**src/rtl/bh_pkg.sv**
```systemverilog
package bh_pkg;
    typedef enum logic [1:0] {
        ST_IDLE  = 2'd0,
        ST_GRANT = 2'd1,
        ST_RECOV = 2'd2
    } bh_state_e;

    typedef struct packed {
        bh_state_e st;
    } bh_arb_s;

    typedef struct packed {
        logic pair_open;
    } bh_guard_s;
endpackage

```
**src/rtl/bh_sync.sv**
```systemverilog
module bh_sync #(
    parameter int STAGES = 2
) (
    input  logic clk,
    input  logic din,
    output logic dout
);
    logic [STAGES-1:0] chain_q;

    // No reset: request handling stays live while the core is in reset.
    for (genvar i = 0; i < STAGES; i++) begin : g_stage
        if (i == 0) begin : g_first
            always_ff @(posedge clk) chain_q[0] <= din;
        end else begin : g_rest
            always_ff @(posedge clk) chain_q[i] <= chain_q[i-1];
        end
    end

    assign dout = chain_q[STAGES-1];
endmodule

```
**src/rtl/bh_guard.sv**
```systemverilog
module bh_guard
    import bh_pkg::*;
(
    input  logic clk,
    input  logic rst_n,
    input  logic go,
    input  logic acc_write,
    input  logic acc_lock,
    input  logic grant,
    output logic hold
);
    bh_guard_s r_q, r_d;
    logic      opening;

    always_comb begin
        opening = go & acc_lock & ~acc_write;
        r_d     = r_q;
        if (go) r_d.pair_open = opening;
        hold    = r_q.pair_open | opening;
    end

    always_ff @(posedge clk or negedge rst_n) begin
        if (!rst_n) r_q <= '0;
        else        r_q <= r_d;
    end

    // an open read pair and a granted bus never coexist
    assert_pair_excludes_grant_R4: assert property (@(posedge clk) disable iff (!rst_n)
        r_q.pair_open |-> !grant);
endmodule

```
**src/rtl/bh_arb.sv**
```systemverilog
module bh_arb
    import bh_pkg::*;
(
    input  logic clk,
    input  logic rst_n,
    input  logic req_s,
    input  logic excl,
    input  logic hold,
    input  logic acc_valid,
    output logic grant,
    output logic drv_en,
    output logic stall,
    output logic hung,
    output logic go
);
    bh_arb_s r_q, r_d;
    logic    valid_g;

    always_comb begin
        valid_g = acc_valid & rst_n;
        r_d     = r_q;
        case (r_q.st)
            ST_GRANT: if (!req_s) r_d.st = ST_RECOV;
            ST_RECOV: r_d.st = ST_IDLE;
            default:  r_d.st = (req_s && !excl && !hold) ? ST_GRANT : ST_IDLE;
        endcase
        grant  = (r_q.st == ST_GRANT);
        drv_en = ~grant;
        stall  = valid_g & (r_q.st != ST_IDLE);
        hung   = stall;
        go     = valid_g & (r_q.st == ST_IDLE);
    end

    // No reset: the outside master may take the bus during core reset.
    always_ff @(posedge clk) r_q <= r_d;

    assert_grant_needs_req_R1: assert property (@(posedge clk) disable iff (!rst_n)
        $rose(grant) |-> $past(req_s));
    assert_excl_blocks_R9: assert property (@(posedge clk) disable iff (!rst_n)
        $rose(grant) |-> !$past(excl));
    assert_no_access_granted_R3: assert property (@(posedge clk) disable iff (!rst_n)
        grant |-> !go);
    assert_recover_cycle_R6: assert property (@(posedge clk) disable iff (!rst_n)
        $fell(grant) |-> (!go && drv_en));
    assert_hung_holds_R8: assert property (@(posedge clk) disable iff (!rst_n)
        hung |-> (acc_valid && !go));
endmodule

```
**src/rtl/bus_handover.sv**
```systemverilog
module bus_handover #(
    parameter int SYNC_STAGES = 2
) (
    input  logic clk,
    input  logic rst_n,
    input  logic ext_req_async,
    input  logic core_excl,
    input  logic core_acc_valid,
    input  logic core_acc_write,
    input  logic core_acc_lock,
    output logic core_stall,
    output logic bus_grant,
    output logic grant_hung,
    output logic drv_addr_en,
    output logic drv_data_en,
    output logic drv_sel_en,
    output logic drv_rd_en,
    output logic drv_wr_en
);
    logic req_s, hold, go, drv_en;

    bh_sync #(.STAGES(SYNC_STAGES)) u_sync (
        .clk  (clk),
        .din  (ext_req_async),
        .dout (req_s)
    );

    bh_guard u_guard (
        .clk       (clk),
        .rst_n     (rst_n),
        .go        (go),
        .acc_write (core_acc_write),
        .acc_lock  (core_acc_lock),
        .grant     (bus_grant),
        .hold      (hold)
    );

    bh_arb u_arb (
        .clk       (clk),
        .rst_n     (rst_n),
        .req_s     (req_s),
        .excl      (core_excl),
        .hold      (hold),
        .acc_valid (core_acc_valid),
        .grant     (bus_grant),
        .drv_en    (drv_en),
        .stall     (core_stall),
        .hung      (grant_hung),
        .go        (go)
    );

    assign drv_addr_en = drv_en;
    assign drv_data_en = drv_en;
    assign drv_sel_en  = drv_en;
    assign drv_rd_en   = drv_en;
    assign drv_wr_en   = drv_en;
endmodule

```
**config.mk**
```make
export PLATFORM = sky130hd
export DESIGN_NAME = bus_handover
export DESIGN_NICKNAME = d
export VERILOG_FILES = /design/src/rtl/bh_pkg.sv /design/src/rtl/bh_sync.sv /design/src/rtl/bh_guard.sv /design/src/rtl/bh_arb.sv /design/src/rtl/bus_handover.sv
export SDC_FILE = /design/constraint.sdc
export NUM_CORES = 1
export LEC_CHECK = 0
export BUFFER_PORTS_ARGS = -buffer_cell sky130_fd_sc_hd__buf_2
export CORE_AREA = 2 2 39 41
export CTS_CLUSTER_DIAMETER = 30
export DETAILED_ROUTE_END_ITERATION = 10
export DIE_AREA = 0 0 41 43
export MAX_ROUTING_LAYER = met4
export SYNTH_ARGS = -nofsm -noshare
export SYNTH_HDL_FRONTEND = slang
export SYNTH_SLANG_ARGS = --single-unit
```
**constraint.sdc**
```tcl
create_clock -name clk -period 1.85 [get_ports clk]
set_input_delay 0.0925 -clock clk [delete_from_list [all_inputs] [get_ports clk]]
set_output_delay 0.0925 -clock clk [all_outputs]
set_load 0.005 [all_outputs]
```
* Word level (Yosys, flattened, before mapping)
Index checks and enable logic that the tools add are counted.
** Storage, ports and cells
- Logic and storage cells :: 24
- Bits in registers :: 5
- Output and inout bits :: 8
- Bits of input ports :: 7
** Operators by class
- Equality and inequality tests :: 3
- Mux-type cells :: 3
- Reduce and logical (&&, ||, !) cells :: 6
- Bitwise gates (word level) :: 8
** Operators by type and width (number)
- $and 1x1->1 :: 5
- $pmux 2 s2 :: 1
- $eq 2x1->1 const B :: 1
- $eq 2x2->1 const B :: 1
- $logic_and 1x1->1 :: 2
- $logic_not 1->1 :: 2
- $logic_not 2->1 :: 1
- $mux 2 :: 1
- $ne 2x2->1 const B :: 1
- $not 1->1 :: 2
- $reduce_bool 2->1 :: 1
- $mux 1 :: 1
- $or 1x1->1 :: 1

* Longest topological paths before layout
- Word-level depth :: 9
- Mapped depth :: 4
- Depth with buffers taken out :: 4

* Hierarchy
A second synthesis with hierarchy kept.
** Unflattened totals
- Cells, all modules :: 23
- Area total of the unflattened synthesis :: 252.7 µm²
** Modules (own cells, without submodules)
- bh_arb :: cells each 12, sequential area each 60.1 µm², instances 1, area an instance 137.6 µm²
- bh_guard :: cells each 5, sequential area each 25.0 µm², instances 1, area an instance 45.0 µm²
- bh_sync :: cells each 2, sequential area each 40.0 µm², instances 1, area an instance 40.0 µm²
- bus_handover :: cells each 4, sequential area each 0.0 µm², instances 1, area an instance 30.0 µm²

* Worst setup path after synthesis
Ideal clock, no wire load.
- Path type :: reg2reg
- Start point :: register u_arb.r_q[0] (netlist bit)
- End point :: register u_arb.r_q[0] (netlist bit), data pin
- Cell stages (with the launch flop) :: 5
- Library setup time :: 0.141 ns
- Arrival time :: 1.247 ns
- Slack :: 0.462 ns
- Path buffers :: 0
- Period minus slack after synthesis :: 1.388 ns
- Required time :: 1.709 ns
- Cells stage by stage :: edfxtp_1 inv_1 ha_1 or4b_1 a21oi_2
** RTL lines
- start: declaration :: RTL line bh_arb.sv:16 : bh_arb_s r_q, r_d;
- start signal: assignment :: RTL line bh_arb.sv:35 : always_ff @(posedge clk) r_q <= r_d;

==> key figures <==
Outcome
  • Outcome: completed

Global routing
  • Initial antenna violation count: 0
  • First-pass GRT wire length: 641 um
  • Vias in the first global route: 177
  • Grt ovf: 0
  • Largest net degree at the start of global routing: 6
  • Total GRT Usage: ~6.0%

Setup path
  • Worst path slowest cell: or4b_1
  • Largest fanout on the critical path: 2
  • CP arrival: approximately 1.5 ns
  • Critical-path cell list: inv_1, ha_1, or4b_1, a21oi_2
  • Crit path largest cell delay: roughly 0.51 ns
  • Top Family by Delay on Critical Path: simple AND/OR/NAND/NOR gates
  • Critical setup path kind: register to register
  • CP Data Required Time: between 1.5 and 2 ns
  • Crit end category: register
  • CP Buf/Inv Count: 1
  • CP Launch Type: register

Timing
  • Max Slew Vio Count: 0
  • Final period utilization: 77.8%
  • Rel. slew slack: between 80% and 90%
  • Final hold vios: 0
  • F_max: between 0.6 and 0.7 GHz
  • Setup TNS: 0 ns
  • Slew @ Worst Pin: ~0.18 ns
  • RSZ-0062 raised after global routing: false
  • Final WS setup: 0.410 ns
  • Hold_ws: approximately 0.17 ns
  • Clock Skews: slightly above 0.0003 ns
  • Final setup fails: 0
  • Fin crit period: about 1.4 ns

Clock network
  • CTS HTree Levels: 1
  • Clk slew on worst S/H paths: approximately 0.04 ns
  • CTS Buf Count: 3
  • Clock latency on the worst-skew pair: 0.24 ns
  • CTS tree: built
  • Post-CTS Setup Inserts: 0
  • Clk buf depth: 2
  • TritonCTS Sinks: 5
  • CTS root buf: clkbuf_4

Final layout
  • Reg area: about 130 um^2
  • Nets: 48
  • Final core occ: between 20% and 30%
  • Ant. Diodes: 0
  • Area delta synth->final: 39.1%
  • Area of the multi-input gates: between 70 and 80 um^2
  • Layout cell share with drive strength beyond 1: ~50%
  • Non-Filler Instances: 54
  • Fill cell count: 158

Power and ir drop
  • Max rail drop VDD: approximately 0.00033 V
  • Sw frac: roughly 28%
  • Leakage: approximately 0.17 nW
  • Internal power: about 0.00031 W
  • Combinational Power Share: roughly 34%
  • Sequential share of power: between 30 and 40%
  • P_sw: approximately 0.00012 W
  • Pwr/cell area: roughly 1200 nW/um^2
  • Clk network pwr share: around 28%

Detailed routing
  • Met3 WL post-DR: around 21 um
  • Vias: around 190
  • Final wirelength: around 400 um
  • WL met2: 225 um
  • First DRT Iteration DRCs: 2
  • Top sig layer: met3
  • Drt via density: ~3.5
  • Post-detailed-route DRC marker count: 0
  • Routed Antenna Nets: 0
  • Routed wire per std cell: approximately 7.3 um
  • Post-Route M1 WL: approximately 150 um
  • DRT Pass-1 Iters: 2

Floorplanning
  • Ports: 15
  • Starting density of the core: 18.3%
  • # rows: 14
  • Die area: around 1800 um^2
  • Die H: around 43 um
  • Die width: 41 um
  • Core ar.: 1380 um^2

Placed design
  • Placer Congestion: 0.743
  • PortBufs: 14
  • Pre-CTS WS: around 0.41 ns
  • Placed cell count: 48

Yosys
  • Xor-xnor portion of the synthesized cell area: 0%
  • Most frequent cells after synthesis: 5 x buf_4, 3 x inv_1
  • Most used DFF post-synth: edfxtp_1
  • Synth warn: 0
  • #FFs+latches synth: 5
  • Number of library cell types mapped by synthesis: 13
  • Largest family of logic cells by synthesized area: buffers and inverters
  • Post-synthesis mux area share: between 4 and 5%
  • Synth top area share: between 20% and 30%
  • Synth Area in Compound Gates: approximately 3.5%
  • Post-synthesis simple-gate area fraction: 13.4%
  • Post-Synth Adder-Cell Area: about a tenth
  • Post-Syn Instances: 23
  • Cell Area, Synth: approximately 250 um^2
  • Synth Net Count: 32
  • Synth area leader: edfxtp_1
  • Post-synth EDFFs: 2
  • Async S/R FF share, synth: roughly 20%
  • Seq/Total Area, Yosys: between 40 and 50%
  • Average size of a mapped cell: ~11 um^2
  • Most numerous cell in the Yosys netlist: buf_4
  • Top cells by area, synth: edfxtp_1 24%, dfxtp_1 16%, buf_4 15%

Flow run
  • Max Cap Violations: 0

Min path
  • Hold Crit Class: primary input to asynchronous set/reset pin
## logic make-up after synthesis
logic type	Yosys count
buffers and inverters	8
AND/OR/NAND/NOR	6
flip-flops	5
adder cells (fa/ha/maj)	2
AO/OA/AOI/OAI	1
multiplexers	1
## power groups by stage
stage,Combinational [W],Sequential (W),Clock (W)
2_1_floorplan,0.000131,0.000160,0
3_3_place_gp,0.000150,0.000162,0
3_5_place_dp,0.000151,0.000164,0
4_1_cts,0.000155,0.000162,0.000132
5_1_grt,0.000175,0.000165,0.000137
6_report,0.000149,0.000161,0.000122
## cells in the final DEF (no fill, tap or decap), drive strengths merged
| master | n |
|---|---|
| a21oi | 1 |
| and3 | 1 |
| buf | 14 |
| clkbuf | 4 |
| dfrtp | 1 |
| dfxtp | 2 |
| dlygate4sd3 | 2 |
| edfxtp | 2 |
| ha | 2 |
| inv | 3 |
| mux2 | 1 |
| nand2 | 2 |
| nor2 | 1 |
| nor2b | 1 |
| or4b | 1 |
## area by class of cell
| cell class | instances | share of cell area [%] |
|---|---|---|
| clock buffer | 4 | 7.47 |
| inverter | 3 | 3.20 |
| multi-input combinational | 10 | 22.4 |
| sequential | 5 | 35.6 |
| tap | 16 | 5.69 |
| timing repair buffer | 16 | 25.6 |
## metal layers
metal  track usage, %  vias to the layer above
li1                 -                       98
met2             9.06                        5
met5                -                        -
met3             4.71                        0
met4             4.00                        0
met1             4.58                       86
## stage by stage
stage	total power [W]	area, um^2
after floorplan	0.000291	253
after detailed placement	0.000315	305
after global placement	0.000312	305
after CTS	0.000449	352
final	0.000432	352
after global routing	0.000477	352
## path summary, 6_finish.rpt
check | startpoint | endpoint | slack, ns | cells past startpoint
worst max-delay path | u_arb.r_q[0]$_DFFE_PP_ | u_arb.r_q[0]$_DFFE_PP_ | 0.41 | 4
worst min-delay path | rst_n | u_guard.r_q$_DFFE_PN0N_ | 0.17 | 2
worst max register to register | u_arb.r_q[0]$_DFFE_PP_ | u_arb.r_q[0]$_DFFE_PP_ | 0.41 | 4
worst min register to register | u_sync.chain_q[0]$_DFF_P_ | u_sync.dout$_DFF_P_ | 0.32 | 0
max in group asynchronous | rst_n | u_guard.r_q$_DFFE_PN0N_ | 1.58 | 2
min in group clk | core_acc_write | u_arb.r_q[0]$_DFFE_PP_ | 0.22 | 3
## repair_timing
action                    in CTS  in global routing
hold buffers                   2                  0
gates resized for setup        0                  0
hold endpoints to repair       2                  0
## state kept, by name, indices dropped and copies added (netlist names)
register	flops
u_arb.r_q	2
u_sync.dout	1
u_guard.r_q	1
u_sync.chain_q	1
Power figures use the tool's default switching activity.
